### src/rtl/win_wdog_pkg.sv
// Shared constants for the windowed watchdog: register offsets and magic codes.
// Assumes a 32-bit register bus and byte offsets that fit in 8 bits.
package win_wdog_pkg;
    localparam int BUS_W = 32;

    localparam logic [7:0] OFS_CTRL    = 8'h90;
    localparam logic [7:0] OFS_PRELOAD = 8'h94;
    localparam logic [7:0] OFS_STATUS  = 8'h98;
    localparam logic [7:0] OFS_KEY     = 8'h9C;
    localparam logic [7:0] OFS_COUNT   = 8'hA0;
    localparam logic [7:0] OFS_REACT   = 8'hA4;
    localparam logic [7:0] OFS_WIN     = 8'hA8;

    localparam logic [BUS_W-1:0] ARM_CODE  = 32'hA98559DA;
    localparam logic [BUS_W-1:0] SVC_FIRST = 32'h0000E51A;
    localparam logic [BUS_W-1:0] SVC_LAST  = 32'h0000A35C;

    localparam logic [3:0] REACT_NMI = 4'hA;
    localparam logic [7:0] WIN_HALF  = 8'h50;
    localparam logic [7:0] WIN_FULL  = 8'h05;

    // Event flags in status bit order
    typedef struct packed {
        logic win_err;
        logic key_err;
        logic expired;
    } wdog_evt_t;
endpackage

### src/rtl/win_wdog_keyseq.sv
// Service key sequencer: checks the ordered two-word key pair.
// Assumes key_wr is a single-cycle strobe; it is only acted on while armed.
module win_wdog_keyseq
    import win_wdog_pkg::*;
(
    input  logic             clk,
    input  logic             rst_n,
    input  logic             armed,
    input  logic             key_wr,
    input  logic [BUS_W-1:0] key_data,
    output logic             svc_req,
    output logic             key_err
);
    logic first_seen_q;
    logic is_first;
    logic is_last;

    // Decode the written word and classify the access
    always_comb begin
        is_first = (key_data == SVC_FIRST);
        is_last  = (key_data == SVC_LAST);
        svc_req  = armed && key_wr && first_seen_q && is_last;
        key_err  = armed && key_wr && !is_first && !(first_seen_q && is_last);
    end

    // Remember whether the last key write was the opening word
    always_ff @(posedge clk) begin
        if (!rst_n || !armed)
            first_seen_q <= 1'b0;
        else if (key_wr)
            first_seen_q <= is_first;
    end
endmodule

### src/rtl/win_wdog_counter.sv
// Down-counter with reload, expiry detect and window check for services.
// Assumes preload is stable while armed (the register file locks it).
module win_wdog_counter #(
    parameter int PRELOAD_W = 12,
    parameter int SHIFT     = 13
) (
    input  logic                         clk,
    input  logic                         rst_n,
    input  logic                         start,
    input  logic                         armed,
    input  logic                         svc_req,
    input  logic                         half_win,
    input  logic [PRELOAD_W-1:0]         preload,
    output logic [PRELOAD_W+SHIFT-1:0]   count,
    output logic                         expired,
    output logic                         svc_ok,
    output logic                         win_err
);
    localparam int CNT_W = PRELOAD_W + SHIFT;

    logic [CNT_W-1:0] reload;
    logic [CNT_W-1:0] half;
    logic             in_window;

    // Derive reload and window threshold, classify a service request
    always_comb begin
        reload    = {preload, {SHIFT{1'b0}}};
        half      = reload >> 1;
        in_window = !half_win || (count < half);
        svc_ok    = svc_req && in_window;
        win_err   = svc_req && !in_window;
        expired   = armed && (count == '0);
    end

    // Count down while armed, reload on arm, good service or expiry
    always_ff @(posedge clk) begin
        if (!rst_n)
            count <= '0;
        else if (start || svc_ok || expired)
            count <= reload;
        else if (armed)
            count <= count - CNT_W'(1);
    end
endmodule

### src/rtl/win_wdog_react.sv
// Reaction stage: a one-cycle interrupt pulse or a held reset request.
// Assumes nmi_mode is stable while events can occur.
module win_wdog_react #(
    parameter int RST_CYCLES = 16
) (
    input  logic clk,
    input  logic rst_n,
    input  logic trigger,
    input  logic nmi_mode,
    output logic nmi,
    output logic rst_req
);
    localparam int RC_W = $clog2(RST_CYCLES + 1);

    logic [RC_W-1:0] hold_q;

    // Register the interrupt pulse and run the reset-hold counter
    always_ff @(posedge clk) begin
        if (!rst_n) begin
            nmi    <= 1'b0;
            hold_q <= '0;
        end else begin
            nmi <= trigger && nmi_mode;
            if (trigger && !nmi_mode)
                hold_q <= RC_W'(RST_CYCLES);
            else if (hold_q != '0)
                hold_q <= hold_q - RC_W'(1);
        end
    end

    // Reset request is high while the hold counter runs
    always_comb rst_req = (hold_q != '0);
endmodule

### src/rtl/win_watchdog.sv
// Windowed watchdog top: register file, arming, status and submodule wiring.
// Assumes single-cycle bus accesses; reads are combinational and side-effect free.
module win_watchdog
    import win_wdog_pkg::*;
#(
    parameter int PRELOAD_W  = 12,
    parameter int SHIFT      = 13,
    parameter int RST_CYCLES = 16,
    parameter int ADDR_W     = 8
) (
    input  logic              clk,
    input  logic              rst_n,
    input  logic              bus_en,
    input  logic              bus_we,
    input  logic [ADDR_W-1:0] bus_addr,
    input  logic [BUS_W-1:0]  bus_wdata,
    output logic [BUS_W-1:0]  bus_rdata,
    output logic              wdt_nmi,
    output logic              wdt_rst_req
);
    localparam int CNT_W = PRELOAD_W + SHIFT;

    logic                 en_q;
    logic [PRELOAD_W-1:0] preload_q;
    logic [3:0]           react_q;
    logic [7:0]           win_q;
    logic [2:0]           status_q;
    logic [CNT_W-1:0]     count;
    logic                 wr_ctrl, wr_pre, wr_stat, wr_key, wr_react, wr_win;
    logic                 start, svc_req, svc_ok;
    wdog_evt_t            evt;

    // Decode bus writes per register
    always_comb begin
        wr_ctrl  = bus_en && bus_we && (bus_addr == ADDR_W'(OFS_CTRL));
        wr_pre   = bus_en && bus_we && (bus_addr == ADDR_W'(OFS_PRELOAD));
        wr_stat  = bus_en && bus_we && (bus_addr == ADDR_W'(OFS_STATUS));
        wr_key   = bus_en && bus_we && (bus_addr == ADDR_W'(OFS_KEY));
        wr_react = bus_en && bus_we && (bus_addr == ADDR_W'(OFS_REACT));
        wr_win   = bus_en && bus_we && (bus_addr == ADDR_W'(OFS_WIN));
        start    = wr_ctrl && !en_q && (bus_wdata == ARM_CODE);
    end

    // One-way arm flag and configuration registers locked once armed
    always_ff @(posedge clk) begin
        if (!rst_n) begin
            en_q      <= 1'b0;
            preload_q <= '1;
            react_q   <= '0;
            win_q     <= WIN_FULL;
        end else begin
            if (start)
                en_q <= 1'b1;
            if (wr_pre && !en_q)
                preload_q <= bus_wdata[PRELOAD_W-1:0];
            if (wr_react && !en_q)
                react_q <= bus_wdata[3:0];
            if (wr_win && !en_q)
                win_q <= bus_wdata[7:0];
        end
    end

    // Sticky event flags, write-one-to-clear, a new event wins
    always_ff @(posedge clk) begin
        if (!rst_n)
            status_q <= '0;
        else
            status_q <= (status_q & ~(wr_stat ? bus_wdata[2:0] : 3'b000)) | evt;
    end

    win_wdog_keyseq u_keyseq (
        .clk      (clk),
        .rst_n    (rst_n),
        .armed    (en_q),
        .key_wr   (wr_key),
        .key_data (bus_wdata),
        .svc_req  (svc_req),
        .key_err  (evt.key_err)
    );

    win_wdog_counter #(
        .PRELOAD_W (PRELOAD_W),
        .SHIFT     (SHIFT)
    ) u_counter (
        .clk      (clk),
        .rst_n    (rst_n),
        .start    (start),
        .armed    (en_q),
        .svc_req  (svc_req),
        .half_win (win_q == WIN_HALF),
        .preload  (preload_q),
        .count    (count),
        .expired  (evt.expired),
        .svc_ok   (svc_ok),
        .win_err  (evt.win_err)
    );

    win_wdog_react #(
        .RST_CYCLES (RST_CYCLES)
    ) u_react (
        .clk      (clk),
        .rst_n    (rst_n),
        .trigger  (|evt),
        .nmi_mode (react_q == REACT_NMI),
        .nmi      (wdt_nmi),
        .rst_req  (wdt_rst_req)
    );

    // Combinational read mux
    always_comb begin
        bus_rdata = '0;
        if (bus_addr == ADDR_W'(OFS_CTRL))         bus_rdata = en_q ? ARM_CODE : '0;
        else if (bus_addr == ADDR_W'(OFS_PRELOAD)) bus_rdata = BUS_W'(preload_q);
        else if (bus_addr == ADDR_W'(OFS_STATUS))  bus_rdata = BUS_W'(status_q);
        else if (bus_addr == ADDR_W'(OFS_COUNT))   bus_rdata = BUS_W'(count);
        else if (bus_addr == ADDR_W'(OFS_REACT))   bus_rdata = BUS_W'(react_q);
        else if (bus_addr == ADDR_W'(OFS_WIN))     bus_rdata = BUS_W'(win_q);
    end
endmodule

### config.mk
export PLATFORM = sky130hd
export DESIGN_NAME = win_watchdog
export DESIGN_NICKNAME = d
export VERILOG_FILES = /design/src/rtl/win_wdog_pkg.sv /design/src/rtl/win_wdog_keyseq.sv /design/src/rtl/win_wdog_counter.sv /design/src/rtl/win_wdog_react.sv /design/src/rtl/win_watchdog.sv
export SDC_FILE = /design/constraint.sdc
export NUM_CORES = 1
export LEC_CHECK = 0
export ABC_CLOCK_PERIOD_IN_PS = 2600
export BUFFER_PORTS_ARGS = -buffer_cell sky130_fd_sc_hd__buf_2
export CORE_ASPECT_RATIO = 1.4
export CORE_MARGIN = 5
export CORE_UTILIZATION = 25
export CTS_CLUSTER_DIAMETER = 50
export CTS_CLUSTER_SIZE = 16
export DETAILED_ROUTE_END_ITERATION = 12
export PLACE_DENSITY = 0.43
export SKIP_CTS_REPAIR_TIMING = 1
export SLEW_MARGIN = 20
export SYNTH_ARGS = -nofsm -noshare
export SYNTH_HDL_FRONTEND = slang
export SYNTH_HIERARCHICAL = 1
export SYNTH_SLANG_ARGS = --single-unit
### constraint.sdc
create_clock -name clk -period 2.6 [get_ports clk]
set_input_delay 0.39 -clock clk [delete_from_list [all_inputs] [get_ports clk]]
set_output_delay 0.39 -clock clk [all_outputs]
set_load 0.005 [all_outputs]
# --- Word level (Yosys, flattened, before mapping) ---
# Cells that the tools add are included.
word_totals:
  elab_cells: 83
  output_inout_bits: 34
  ff_bits: 60
  in_bits: 44
op_classes:
  n_reduce_logical: 41
  eq_ne: 12
  n_lt_le_gt_ge: 1
  n_bitwise: 4
  mux: 12
  add_sub_neg: 2
op_table:
  columns: ["cell", "count"]
  rows:
  - ["two-way mux 25 bit", 5]
  - ["equality test 32 x 16 -> 1 bit (second input constant)", 2]
  - ["two-way mux 32 bit", 2]
  - ["equality test 8 bit (second input constant)", 7]
  - ["equality test 32 bit (second input constant)", 1]
  - ["logical NOT 25 bit", 1]
  - ["less-than comparator 25 x 24 -> 1 bit", 1]
  - ["subtractor 25 x 1 -> 25 bit (second input constant)", 1]
  - ["logical AND 1 bit", 23]
  - ["two-way mux 8 bit", 2]
  - ["two-way mux 5 bit", 2]
  - ["equality test 8 x 7 -> 1 bit (second input constant)", 1]
  - ["logical NOT 1 bit", 7]
  - ["nonzero test 5 bit", 1]
  - ["subtractor 5 x 1 -> 5 bit (second input constant)", 1]
  - ["equality test 4 bit (second input constant)", 1]
  - ["logical OR 1 bit", 4]
  - ["nonzero test 2 bit", 2]
  - ["OR reduction 2 bit", 2]
  - ["bitwise AND 3 bit", 1]
  - ["two-way mux 3 bit", 1]
  - ["inverter 3 bit", 1]
  - ["OR 3 bit", 1]
  - ["OR reduction 3 bit", 1]
  - ["inverter 1 bit", 1]

# --- Longest topological paths before layout ---
depth:
  depth_word: 9
  mapped_depth: 11
  ltp_nobuf: 11

# --- Hierarchy ---
# The synthesis kept the hierarchy.
modules_own_cells:
  columns: ["module", "cells_per_inst", "seq_area_each_um2", "area_per_inst_um2", "instances"]
  rows:
  - ["win_watchdog", 220, 560.5, 1776.7, 1]
  - ["win_wdog_counter", 205, 500.5, 1724.2, 1]
  - ["win_wdog_react", 27, 120.1, 264.0, 1]
  - ["win_wdog_keyseq", 23, 20.0, 181.4, 1]

# --- Least setup slack after synthesis ---
# Ideal clock, no wire load.
synth_path:
  path_kind: "input port to flip-flop"
  start: "input bus_addr[6]"
  end: "register u_counter.count[16]"
  t_required_ns: 2.528
  cell_stages: 10
  n_path_buf: 1
  path_slack_ns: -0.070
  arrival_time_ns: 2.598
  setup_ns: 0.072
  cell_sequence: "nand4bb_1 or3_1 nor3_1 nand2_1 nor3_1 inv_1 a2111o_1 o21ai_4 buf_12 mux2i_1"
synth_between:
  elab_chain_cells: 9
  elab_cells_between_ends: 14
  cone_classes: "2 x eq/ne; 1 x mux; 11 x reduce/logical"
synth_rtl:
  columns: ["item", "line_no", "source"]
  rows:
  - ["start, declared", "win_watchdog.sv:15", "input logic [ADDR_W-1:0] bus_addr,"]
  - ["equality test 8 bit *", "win_watchdog.sv:38", "wr_key = bus_en && bus_we && (bus_addr == ADDR_W'(OFS_KEY));"]
  - ["logical AND 1 bit *", "win_watchdog.sv:38", null]
  - ["via wr_key", "win_watchdog.sv:29", "logic wr_ctrl, wr_pre, wr_stat, wr_key, wr_react, wr_win;"]
  - ["logical AND 1 bit * (3 in a row)", "win_wdog_keyseq.sv:22", "svc_req = armed && key_wr && first_seen_q && is_last;"]
  - ["via svc_req", "win_watchdog.sv:30", "logic start, svc_req, svc_ok;"]
  - ["logical AND 1 bit *", "win_wdog_counter.sv:30", "svc_ok = svc_req && in_window;"]
  - ["logical OR 1 bit * (2 in a row)", "win_wdog_counter.sv:39", "else if (start || svc_ok || expired)"]
  - ["two-way mux 25 bit / nonzero test 2 bit (equally long branches)", null, null]
  - ["end signal, assigned", "win_wdog_counter.sv:40", "count <= reload;"]
  - ["end signal, assigned", "win_wdog_counter.sv:42", "count <= count - CNT_W'(1);"]
  - ["end, declared", "win_wdog_counter.sv:14", "output logic [PRELOAD_W+SHIFT-1:0] count,"]
# The timed path passes the listed nets; every way through them passes the cells marked *.
# A chain may end at the register's enable or synchronous reset.

==> metrics <==
Worst Hold Slack=0.340 ns; routability congestion estimate=0.877; Peak supply drop=0.000231 V; drt pass-1 iters=4; crit path time final=2.49 ns; fin area=5180 um^2; CP top delay family=simple AND/OR/NAND/NOR gates; Final period util=95.9%; Worst-path clk slew=0.06 ns; pins over their slew limit=0; die area=18400 um^2; # port buffers=73; Initial Util=25.4%; RSZ-0062 raised after global routing=true; dpl cell area=4820 um^2; TritonCTS clock tree=done; first-pass GRT wire length=21.2 mm; Vias=3886; Syn-to-layout area delta=31.4%; PD cells=481 nW/um^2; root buf cell=clkbuf_16; antenna viol nets, final=0; Fmax=0.401 GHz; Setup violations, final=0; vias per std cell=4.95; Setup crit start kind=register; final setup margin=0.108 ns; syn avg cell area=8.31 um^2; # DRC=0; slowest CP cell=or3_4; I/O pin count=78; CP Max Fanout=4; Mapped Cells=474; TNS Setup=0 ns; Critical Path, Cell by Cell=inv_1 > ha_1 > a211o_1 > o2111a_1 > a2111o_1 > and3_4 > or3_4 > nand2b_4 > nand2_4 > nor3_2; clk sinks=60; Die Y=159 um; Slew @ Worst Pin=0.581 ns; Required @ worst endpoint=2.86 ns; crit end category=register; share of cells above drive strength 1=28.5%; max cap viols=0; vias in the first global route=3986; Leakage=2.45 nW; Inserted Diodes=0; Worst R2R Setup Slack=0.11 ns; CP Buf/Inv Count=1; CTS max path bufs=2; Worst-Skew Late Latency=0.33 ns; outcome=finished clean; relative slew slack=61.2%; GR Overflow Total=0; H-tree depth=3; Hold Path Class=in2reg; DP Wirelength=11.0 mm; Hold Vio Cnt, Final=0; initial antenna violation count=0; row cnt=54; Arrival @ worst endpoint=2.75 ns; Num CTS Buffers=9; GRT Util Overall=15.0%; mapped cell area=3940 um^2; clk_skew=0.00811 ns; Die Width=116 um; Initial DRC Count=150; DP Worst Slack=-0.160 ns; Post-Route WL=13.4 mm; Nets=642; Yosys warnings=6; Crit path largest cell delay=0.36 ns; Routed wire per std cell=17.1 um; CP Class=reg2reg; largest net degree at the start of global routing=31; core area=15500 um^2
-- final cells by class --
type                            instances  area, um^2
Sequential cell                        60        1200
Clock inverter                          7        76.3
Timing Repair Buffer                  124         773
Tap cell                              196         245
Clock buffer                            9         225
Fill cell                            1717       10400
Inverter                               24        90.1
Multi-Input combinational cell        365        2570
-- report_power, final --
part | switching, W | total (W) | internal, W
Clock | 0.000457 | 0.00120 | 0.000745
Combinational | 0.000177 | 0.000325 | 0.000148
Sequential | 0.0000228 | 0.000966 | 0.000944
-- cells in the final DEF, fill, tap and decap left out, types with 15 or more instances in the layout --
cell     instances
nand2_1         55
o21ai_0         17
nor3_1          27
inv_1           23
mux2i_1         24
nand3_1         16
dfxtp_1         60
buf_2           73
buf_4           49
nor2b_1         15
nor2_1          18
-- worst register-to-register path: cells and delay by family (launching register included) --
kind,cells,cell delay [ns]
adder cells (fa/ha/maj),1,0.27
AND/OR/NAND/NOR,5,0.92
flip-flops,1,0.32
buffers and inverters,1,0.04
AO/OA/AOI/OAI,3,0.86
-- flip-flops by register name, summed over array words and instances, names as in the netlist --
signal                 cells
en_q                       1
preload_q                 12
react_q                    4
status_q                   3
u_counter/count           25
u_keyseq/first_seen_q      1
u_react/hold_q             5
u_react/nmi                1
win_q                      8
-- per-layer routing --
layer | track usage, % | vias to the layer above | share of wire, % | wire length, um
met1 | 17.2 | 1821 | 41 | 5540
li1 | - | 1940 | - | -
met4 | 6.85 | 0 | 3.1 | 418
met2 | 26.7 | 101 | 51 | 6860
met3 | 2.74 | 24 | 4.6 | 616
met5 | 0 | - | 0 | 0
-- metrics by stage --
stage | util [%] | instances | total power, W
after floorplan | - | 477 | 0.00117
after CTS | 33.0 | 784 | 0.00251
final | 33.3 | 785 | 0.00249
after detailed placement | 31.0 | 768 | 0.00129
after global placement | 31.0 | 768 | 0.00128
after global routing | 33.3 | 785 | 0.00260
-- path summary, 6_finish.rpt --
kind | cells past startpoint | endpoint | start
setup / recovery | 10 | u_react/hold_q[0]$_SDFFE_PP0P_ | preload_q[4]$_SDFFE_PN1P_
hold / removal | 3 | preload_q[8]$_SDFFE_PN1P_ | bus_wdata[8]
setup reg to reg | 10 | u_react/hold_q[0]$_SDFFE_PP0P_ | preload_q[4]$_SDFFE_PN1P_
hold reg to reg | 2 | win_q[0]$_SDFFE_PN1P_ | win_q[0]$_SDFFE_PN1P_
Power figures use the tool's default switching activity.
